==> src/rtl/srx_pkg.sv <==
package srx_pkg;

   // Phases of the frame recovery sequence.
   typedef enum logic [1:0] {
      RX_IDLE  = 2'd0,
      RX_START = 2'd1,
      RX_DATA  = 2'd2,
      RX_STOP  = 2'd3
   } rx_phase_e;

   // Number of data bits carried by one frame.
   function automatic int unsigned frame_bits(input int unsigned data_w, input logic nine);
      return nine ? data_w + 1 : data_w;
   endfunction

endpackage

==> src/rtl/srx_sync.sv <==
module srx_sync #(
   parameter int unsigned STAGES    = 2,
   parameter logic        RESET_VAL = 1'b1
) (
   input  logic clk,
   input  logic rst_n,
   input  logic d,
   output logic q
);

   logic [STAGES-1:0] chain;

   generate
      if (STAGES == 1) begin : g_single
         always_ff @(posedge clk or negedge rst_n) begin
            if (!rst_n) chain <= RESET_VAL;
            else        chain <= d;
         end
      end else begin : g_chain
         always_ff @(posedge clk or negedge rst_n) begin
            if (!rst_n) chain <= {STAGES{RESET_VAL}};
            else        chain <= {chain[STAGES-2:0], d};
         end
      end
   endgenerate

   assign q = chain[STAGES-1];

endmodule

==> src/rtl/srx_shifter.sv <==
module srx_shifter
   import srx_pkg::*;
#(
   parameter int unsigned DATA_W = 8,
   parameter int unsigned OSR    = 16
) (
   input  logic              clk,
   input  logic              rst_n,
   input  logic              tick,
   input  logic              line,
   input  logic              enable,
   input  logic              nine,
   output logic              frm_valid,
   output logic [DATA_W-1:0] frm_data,
   output logic              frm_bit9,
   output logic              frm_ferr
);

   localparam int unsigned MAXB  = DATA_W + 1;
   localparam int unsigned CNT_W = $clog2(OSR);
   localparam int unsigned BIT_W = $clog2(MAXB + 1);
   localparam int unsigned HALF  = OSR / 2;
   localparam logic [CNT_W-1:0] CNT_MID = CNT_W'(HALF - 1);
   localparam logic [CNT_W-1:0] CNT_END = CNT_W'(OSR - 1);

   rx_phase_e        phase;
   logic [CNT_W-1:0] cnt;
   logic [BIT_W-1:0] bitn;
   logic [BIT_W-1:0] last_idx;
   logic             nine_q;
   logic             line_q;
   logic [MAXB-1:0]  sh;

   assign last_idx = BIT_W'(frame_bits(DATA_W, nine_q) - 1);

   always_ff @(posedge clk or negedge rst_n) begin
      if (!rst_n) begin
         phase     <= RX_IDLE;
         cnt       <= '0;
         bitn      <= '0;
         nine_q    <= 1'b0;
         line_q    <= 1'b1;
         sh        <= '0;
         frm_valid <= 1'b0;
         frm_data  <= '0;
         frm_bit9  <= 1'b0;
         frm_ferr  <= 1'b0;
      end else begin
         frm_valid <= 1'b0;
         if (tick) line_q <= line;
         if (!enable) begin
            phase <= RX_IDLE;
            cnt   <= '0;
            bitn  <= '0;
         end else if (tick) begin
            unique case (phase)
               RX_IDLE: begin
                  if (line_q && !line) begin
                     phase  <= RX_START;
                     cnt    <= '0;
                     nine_q <= nine;
                  end
               end
               RX_START: begin
                  if (cnt == CNT_MID) begin
                     cnt   <= '0;
                     bitn  <= '0;
                     phase <= line ? RX_IDLE : RX_DATA;
                  end else begin
                     cnt <= cnt + 1'b1;
                  end
               end
               RX_DATA: begin
                  if (cnt == CNT_END) begin
                     cnt <= '0;
                     sh  <= {line, sh[MAXB-1:1]};
                     if (bitn == last_idx) phase <= RX_STOP;
                     else                  bitn  <= bitn + 1'b1;
                  end else begin
                     cnt <= cnt + 1'b1;
                  end
               end
               RX_STOP: begin
                  if (cnt == CNT_END) begin
                     cnt       <= '0;
                     phase     <= RX_IDLE;
                     frm_valid <= 1'b1;
                     frm_ferr  <= ~line;
                     if (nine_q) begin
                        frm_data <= sh[DATA_W-1:0];
                        frm_bit9 <= sh[DATA_W];
                     end else begin
                        frm_data <= sh[MAXB-1:1];
                        frm_bit9 <= 1'b0;
                     end
                  end else begin
                     cnt <= cnt + 1'b1;
                  end
               end
               default: phase <= RX_IDLE;
            endcase
         end
      end
   end

endmodule

==> src/rtl/srx_queue.sv <==
module srx_queue #(
   parameter int unsigned DEPTH = 2,
   parameter int unsigned W     = 10
) (
   input  logic                       clk,
   input  logic                       rst_n,
   input  logic                       push,
   input  logic                       pop,
   input  logic [W-1:0]               wdata,
   output logic [W-1:0]               rdata,
   output logic [$clog2(DEPTH+1)-1:0] count,
   output logic                       empty,
   output logic                       full
);

   localparam int unsigned PTR_W = (DEPTH > 1) ? $clog2(DEPTH) : 1;
   localparam int unsigned CNT_W = $clog2(DEPTH + 1);

   logic [W-1:0]     mem [DEPTH];
   logic [PTR_W-1:0] wp, rp, wp_nx, rp_nx;
   logic             pop_eff;

   assign pop_eff = pop & ~empty;

   generate
      if ((DEPTH & (DEPTH - 1)) == 0) begin : g_pow2
         assign wp_nx = wp + 1'b1;
         assign rp_nx = rp + 1'b1;
      end else begin : g_wrap
         assign wp_nx = (wp == PTR_W'(DEPTH - 1)) ? '0 : wp + 1'b1;
         assign rp_nx = (rp == PTR_W'(DEPTH - 1)) ? '0 : rp + 1'b1;
      end
   endgenerate

   always_ff @(posedge clk or negedge rst_n) begin
      if (!rst_n) begin
         for (int i = 0; i < int'(DEPTH); i++) mem[i] <= '0;
         wp    <= '0;
         rp    <= '0;
         count <= '0;
      end else begin
         if (push) begin
            mem[wp] <= wdata;
            wp      <= wp_nx;
         end
         if (pop_eff) rp <= rp_nx;
         if (push && !pop_eff)      count <= count + 1'b1;
         else if (pop_eff && !push) count <= count - 1'b1;
      end
   end

   assign rdata = mem[rp];
   assign empty = (count == '0);
   assign full  = (count == CNT_W'(DEPTH));

endmodule

==> src/rtl/serial_rx_fifo2.sv <==
module serial_rx_fifo2
   import srx_pkg::*;
#(
   parameter int unsigned DATA_W      = 8,
   parameter int unsigned DEPTH       = 2,
   parameter int unsigned OSR         = 16,
   parameter int unsigned SYNC_STAGES = 2
) (
   input  logic              clk,
   input  logic              rst_n,
   input  logic              os_tick,
   input  logic              rx_serial,
   input  logic              rx_en,
   input  logic              nine_bit_mode,
   input  logic              addr_only,
   input  logic              rd_pop,
   output logic [DATA_W-1:0] rd_data,
   output logic              rd_bit9,
   output logic              rd_frame_err,
   output logic              rd_avail,
   output logic              overrun
);

   localparam int unsigned ENT_W = DATA_W + 2;
   localparam int unsigned CNT_W = $clog2(DEPTH + 1);

   generate
      if (DATA_W < 4) begin : g_bad_width
         $error("DATA_W must be at least 4");
      end
      if (DEPTH < 2) begin : g_bad_depth
         $error("DEPTH must be at least 2");
      end
      if (OSR < 4 || (OSR % 2) != 0) begin : g_bad_osr
         $error("OSR must be even and at least 4");
      end
      if (SYNC_STAGES < 1) begin : g_bad_sync
         $error("SYNC_STAGES must be at least 1");
      end
   endgenerate

   logic              line_s;
   logic              frm_valid;
   logic [DATA_W-1:0] frm_data;
   logic              frm_bit9;
   logic              frm_ferr;
   logic              filter_drop;
   logic              accept;
   logic              pop_eff;
   logic              q_push;
   logic              q_empty;
   logic              q_full;
   logic [CNT_W-1:0]  q_count;
   logic [ENT_W-1:0]  q_rdata;
   logic              ovr_set;

   srx_sync #(.STAGES(SYNC_STAGES), .RESET_VAL(1'b1)) u_sync (
      .clk   (clk),
      .rst_n (rst_n),
      .d     (rx_serial),
      .q     (line_s)
   );

   srx_shifter #(.DATA_W(DATA_W), .OSR(OSR)) u_shift (
      .clk       (clk),
      .rst_n     (rst_n),
      .tick      (os_tick),
      .line      (line_s),
      .enable    (rx_en & ~overrun),
      .nine      (nine_bit_mode),
      .frm_valid (frm_valid),
      .frm_data  (frm_data),
      .frm_bit9  (frm_bit9),
      .frm_ferr  (frm_ferr)
   );

   assign filter_drop = addr_only & nine_bit_mode & ~frm_bit9;
   assign accept      = frm_valid & ~filter_drop;
   assign pop_eff     = rd_pop & ~q_empty;
   assign q_push      = accept & (~q_full | pop_eff);
   assign ovr_set     = accept & q_full & ~pop_eff;

   srx_queue #(.DEPTH(DEPTH), .W(ENT_W)) u_queue (
      .clk   (clk),
      .rst_n (rst_n),
      .push  (q_push),
      .pop   (rd_pop),
      .wdata ({frm_ferr, frm_bit9, frm_data}),
      .rdata (q_rdata),
      .count (q_count),
      .empty (q_empty),
      .full  (q_full)
   );

   always_ff @(posedge clk or negedge rst_n) begin
      if (!rst_n)       overrun <= 1'b0;
      else if (!rx_en)  overrun <= 1'b0;
      else if (ovr_set) overrun <= 1'b1;
   end

   assign {rd_frame_err, rd_bit9, rd_data} = q_rdata;
   assign rd_avail = ~q_empty;

endmodule

==> config.mk <==
export PLATFORM = sky130hd
export DESIGN_NAME = serial_rx_fifo2
export DESIGN_NICKNAME = d
export VERILOG_FILES = /design/src/rtl/srx_pkg.sv /design/src/rtl/srx_sync.sv /design/src/rtl/srx_shifter.sv /design/src/rtl/srx_queue.sv /design/src/rtl/serial_rx_fifo2.sv
export SDC_FILE = /design/constraint.sdc
export NUM_CORES = 1
export LEC_CHECK = 0
export BUFFER_PORTS_ARGS = -buffer_cell sky130_fd_sc_hd__clkbuf_2
export CELL_PAD_IN_SITES_DETAIL_PLACEMENT = 1
export CELL_PAD_IN_SITES_GLOBAL_PLACEMENT = 1
export CORE_ASPECT_RATIO = 2
export CORE_MARGIN = 4
export CORE_UTILIZATION = 49
export DETAILED_ROUTE_END_ITERATION = 10
export GPL_ROUTABILITY_DRIVEN = 0
export MAX_ROUTING_LAYER = met4
export PLACE_DENSITY = 0.88
export SLEW_MARGIN = 0
export SYNTH_ARGS = -nofsm -noshare
export SYNTH_HDL_FRONTEND = slang
export SYNTH_SLANG_ARGS = --single-unit
==> constraint.sdc <==
create_clock -name clk -period 2.5 [get_ports clk]
set_input_delay 0.125 -clock clk [delete_from_list [all_inputs] [get_ports clk]]
set_output_delay 0.125 -clock clk [all_outputs]
set_load 0.05 [all_outputs]
[Word-level counts from Yosys, hierarchy flattened]
Index checks and enable logic that the tools add are counted.
Operators by class
  multiplexer cells: 38
  magnitude comparators: 3
  bitwise logic cells: 18
  add/sub/neg operators: 7
  reduce and logical (&&, ||, !) cells: 17
  equality and inequality tests: 16
Operators by type and width (number)
  10-bit two-way mux: 4
  4-bit two-way mux: 10
  3-bit != test, second input constant: 7
  20-bit bitwise mux: 1
  2-bit two-way mux: 10
  4-bit one-hot mux with 3 select lines: 1
  4-bit AND reduction: 3
  10-bit demux with 1-bit select: 1
  4-bit by 1-bit adder with 4-bit output, second input constant: 2
  1-bit bitwise AND: 8
  1-bit two-way mux: 8
  8-bit two-way mux: 1
  2-bit one-hot mux with 4 select lines: 1
  4-bit one-hot mux with 2 select lines: 1
  1-bit inverter: 7
  2-bit == test, second input constant: 3
  6-bit AND reduction: 1
  5-bit AND reduction: 1
  4-bit by 3-bit == test with 1-bit output, second input constant: 1
  4-bit == test: 1
  4-bit == test, second input constant: 1
  2-bit >= comparator, second input constant: 2
  1-bit logical AND: 4
  2-bit logical NOT: 2
  other kinds (14): 18
Storage, ports and cells
  bits in registers: 59
  logic and storage cells: 116

[Depth between registers and ports, before layout]
  depth after elaboration: 9
  depth in mapped cells: 7
  depth with buffers taken out: 6

[Hierarchy]
From an unflattened synthesis, not the netlist that was laid out.
Unflattened totals
  cells, all modules: 223
  area total of the unflattened synthesis: 2768.9 µm²
Modules (own cells, without submodules)
  srx_shifter: cells each 143, area an instance 1552.7 µm², seq. area each 802.0 µm², instances 1
  srx_queue: cells each 68, area an instance 1082.3 µm², seq. area each 600.6 µm², instances 1
  serial_rx_fifo2: cells each 10, area an instance 81.3 µm², seq. area each 25.0 µm², instances 1
  srx_sync: cells each 2, area an instance 52.6 µm², seq. area each 52.6 µm², instances 1

[Least setup slack after synthesis]
Ideal clock, no wire load.
  kind: register -> register
  start point: register u_shift.phase[0]
  end point: register u_shift.phase[1]
  arrival time: 1914 ps
  setup slack: 506 ps
  clock period less this slack: 1994 ps
  path buffers: 0
  data required time: 2421 ps
  setup time: 79 ps
  stages on the path, launching flop included: 7
  cell sequence: dfrtp_1 > inv_1 > ha_1 > or2_2 > o311a_2 > a2111oi_4 > mux2i_1
On the way
  longest elaborated chain between the ends: 4
  elaborated cells between the ends (all ways): 13
RTL lines
  start, declared: RTL line srx_shifter.sv:26  | rx_phase_e phase;
  start signal, assigned: RTL line srx_shifter.sv:68  | phase <= line ? RX_IDLE : RX_DATA;
  2-bit == test (tied with other cells): RTL line srx_shifter.sv:56  | unique case (phase)
  2-bit one-hot mux with 4 select lines: RTL line srx_shifter.sv:56
  2-bit two-way mux: RTL line srx_shifter.sv:55  | end else if (tick) begin
  2-bit two-way mux: RTL line srx_shifter.sv:51  | if (!enable) begin
Parallel ways exist; a longest one is shown, timed or not. The select of a mux whose other input is x is not followed.
A chain may end at the register's enable or synchronous reset.

[Worst setup path in the final report]
  start point: register u_shift.phase[0]
  end point: register u_shift.bitn[2]
On the way
  longest elaborated chain between the ends: 4
  elaborated cells between the ends (all ways): 10
RTL lines
  2-bit == test / 2-bit by 1-bit == test with 1-bit output (equally long branches): RTL line srx_shifter.sv:56
  4-bit one-hot mux with 2 select lines: RTL line srx_shifter.sv:56
  4-bit two-way mux: RTL line srx_shifter.sv:55
  4-bit two-way mux: RTL line srx_shifter.sv:51
  end signal, assigned: RTL line srx_shifter.sv:78  | else bitn <= bitn + 1'b1;
  end, declared: RTL line srx_shifter.sv:28  | logic [BIT_W-1:0] bitn;
Parallel ways exist; a longest one is shown, timed or not. The select of a mux whose other input is x is not followed.

==> impl_results.md <==
- Vias in the first global route: 2115
- Clock Sinks: 59
- Largest net degree at the start of global routing: 27
- Drc violations: 0
- CP cell instances: inv_1 -> ha_1 -> buf_4 -> nor4bb_1 -> a211oi_1 -> and4b_1 -> a211o_1
- Ys async rst share: 100%
- DRT antenna net count: 0
- Initial antenna violation count: 0
- Worst vdd ir: 0.479 mV
- Fillers: 609
- Least-Margin Pin Slew: 635 ps
- Seq pwr share: 43.5%
- Final Net Count: 283
- Final period util: 92.7%
- Slew Limit Fails: 0
- Fmax: 432 MHz
- Skew-Pair Late Insertion Delay: 320 ps
- Root buf cell: clkbuf_16
- Crit Path Class: reg -> reg
- Placed cell count: 315
- H-tree depth: 3
- CTS tree: yes
- WHS Path Cells: 2
- Clock power share: 45.4%
- Cell area after synthesis: 2920 sq um
- Skew final: 4.26 ps
- Synth Warn #: 0
- Seq cells post-synth: 59
- Syn Area/Cell: 12.3 sq um
- Outcome: complete, no violations
- Net switching power: 602 uW
- Port Buf Inserts: 19
- Max Root-Sink Buffers: 2
- Setup violations, final: 0
- IO Pins: 20
- Vias per cell: 5.86
- Post-Synthesis Cells: 238
- Pre-antenna DRT Iters: 4
- Die area: 7330 sq um
- Final-report hold violation count: 0
- Critical Path Start Type: flip-flop
- Non-filler cells, final: 333
- Slowest cell on the critical path: dfrtp_1
- Internal power: 1.84 mW
- Max-Cap Viols: 0
- Area Overhead vs Synth: 15.3%
- Starting DRT DRC Count: 55
- WL final: 6170 um
- CP Max Fanout: 9
- RSZ-0062 raised after global routing: no
- Number of buffers created by CTS: 9
- First-pass GRT wire length: 10400 um
- Vias: 1952
- Row Count: 39
- FF/Latch Area: 1480 sq um
- Worst R2R Path Depth: 7
- TNS Setup: 0 ps
- Mapped Nets: 254
- Die Ht: 117 um
- Wire per inst: 18.5 um
- Setup crit end kind: flip-flop
- Leak: 1.64 nW
- Share of layout cells above drive strength 1: 22.1%
- Antenna cell count: 0
- GRT Total Usage: 19.5%
- Worst hold path class: in -> reg
- Die W: 62.6 um
- Register area share after synthesis: 50.7%
- Arr. time, crit path: 2520 ps
- Post-synth EDFFs: 0
- Top FF cell, synth: dfrtp_1
- Core ar.: 5760 sq um
- Starting Density: 50.7%
- Post-DP HPWL: 4750 um
- Yosys cell types: 57
- Area of the multi-input gates: 1340 sq um
- Final min period: 2320 ps
- Worst Path Required: 2700 ps
- Pwr/cell area: 726 nW/um^2
- Sw Share: 24.6%
- CP max stage delay: 410 ps
- GRT overflow: 0
- Final Util: 58.4%
- Gate power share: 11.1%
- Slew HR: 57.7%
- Post-CTS setup buffers: 0
- Clock slew at reported path FFs: 50 ps
placed cells by master, fill, tap and decap left out, types with 3 or more instances in the layout:
cell type / count
mux2_1: 31
buf_4: 7
dfstp_2: 3
a31oi_1: 4
nand2b_1: 3
nand3_1: 3
mux2_2: 11
xor2_1: 3
ha_1: 8
dfrtp_1: 56
clkbuf_2: 19
clkbuf_1: 3
nand2_1: 18
mux2i_1: 10
nand3b_1: 4
inv_1: 6
nor2_1: 7
clkbuf_16: 9
o21ai_1: 12
nand4_1: 5
final timing paths:
kind	from	endpoint	slack (ps)
min in group asynchronous	rst_n	overrun	360
hold / removal	nine_bit_mode	u_shift.nine_q	80
setup reg to reg	u_shift.phase[0]	u_shift.bitn[2]	180
hold reg to reg	u_sync.chain[0]	u_sync.chain[1]	360
setup / recovery	u_shift.phase[0]	u_shift.bitn[2]	180
max in group asynchronous	rst_n	u_shift.frm_data[1]	1360
cell usage after synthesis, drive strengths merged, types with 2 or more instances:
library cell	instances	area, sq um
a2111oi	2	36.3
a211oi	2	15.0
a21o	2	15.0
a21oi	2	10.0
a31oi	4	25.0
buf	6	57.5
clkbuf	4	15.0
dfrtp	56	1400
dfstp	3	78.8
ha	8	100
inv	6	22.5
mux2	43	488
mux2i	10	100
nand2	18	67.6
nand2b	3	18.8
nand3	3	15.0
nand3b	4	30.0
nand4	5	31.3
nand4b	2	17.5
nor2	7	26.3
nor2b	3	21.3
nor3	2	15.0
o21a	2	15.0
o21ai	13	65.1
o22ai	2	12.5
or2	3	18.8
xnor2	2	17.5
xor2	3	26.3
metal layers:
layer / part of all wire (%) / track usage (%) / up-vias
li1: - / - / 921
met1: 37 / 18.6 / 983
met2: 57 / 36.1 / 33
met3: 2.1 / 3.44 / 15
met4: 3.5 / 12.2 / 0
met5: 0 / - / -
power by group through the flow:
stage / logic, mW / registers (mW) / clock network, mW
floorplan: 0.228 / 1.04 / 0
global placement: 0.263 / 1.08 / 0
detailed placement: 0.270 / 1.08 / 0
CTS: 0.274 / 1.07 / 1.14
global route: 0.292 / 1.07 / 1.19
finish: 0.270 / 1.06 / 1.11
repair_timing:
item	in CTS	in global routing
hold buffers	2	0
hold endpoints to repair	25	0
gates resized for setup	0	0
registers in the layout, summed over array words and instances, names as in the netlist:
signal,cells
u_queue.rp,1
u_shift.sh,9
u_shift.frm_ferr,1
u_shift.bitn,4
u_sync.chain,2
u_shift.nine_q,1
u_queue.wp,1
u_shift.frm_data,8
u_shift.frm_valid,1
u_shift.cnt,4
u_shift.frm_bit9,1
overrun,1
u_shift.phase,2
u_queue.mem,20
u_shift.line_q,1
u_queue.count,2
cell type report:
cell class	instances	share of cell area, %
well taps	61	2.27
inverters	7	0.781
clock inverters	2	0.298
flip-flops and latches	59	44.0
clock buffers	14	7.85
multi-input cells	162	39.8
repair buffers	28	4.98
worst max-delay path, delay by kind of cell, from the launching register on:
| family | cells | cell delay, ps |
|---|---|---|
| compound gates | 2 | 670 |
| fa+ha+maj | 1 | 410 |
| buf+inv | 2 | 410 |
| flops | 1 | 410 |
| simple gates | 2 | 290 |
logic make-up after synthesis:
group                    after synthesis  share of synthesized area (%)
adder cells (fa/ha/maj)                8                           3.43
XOR/XNOR                               5                           1.50
buffers and inverters                 17                           3.39
flip-flops                            59                           50.7
AO/OA/AOI/OAI                         35                           8.49
AND/OR/NAND/NOR                       61                           12.3
multiplexers                          53                           20.1
per-stage QoR:
stage	hold slack [ps]	setup WS, ps	power (mW)	cell area (sq um)
floorplan	-171	506	1.27	2920
global placement	163	327	1.34	3070
detailed placement	176	183	1.35	3070
CTS	65.7	183	2.48	3360
global route	69.0	30.8	2.55	3360
finish	77.0	183	2.44	3360
Power figures use the tool's default switching activity.
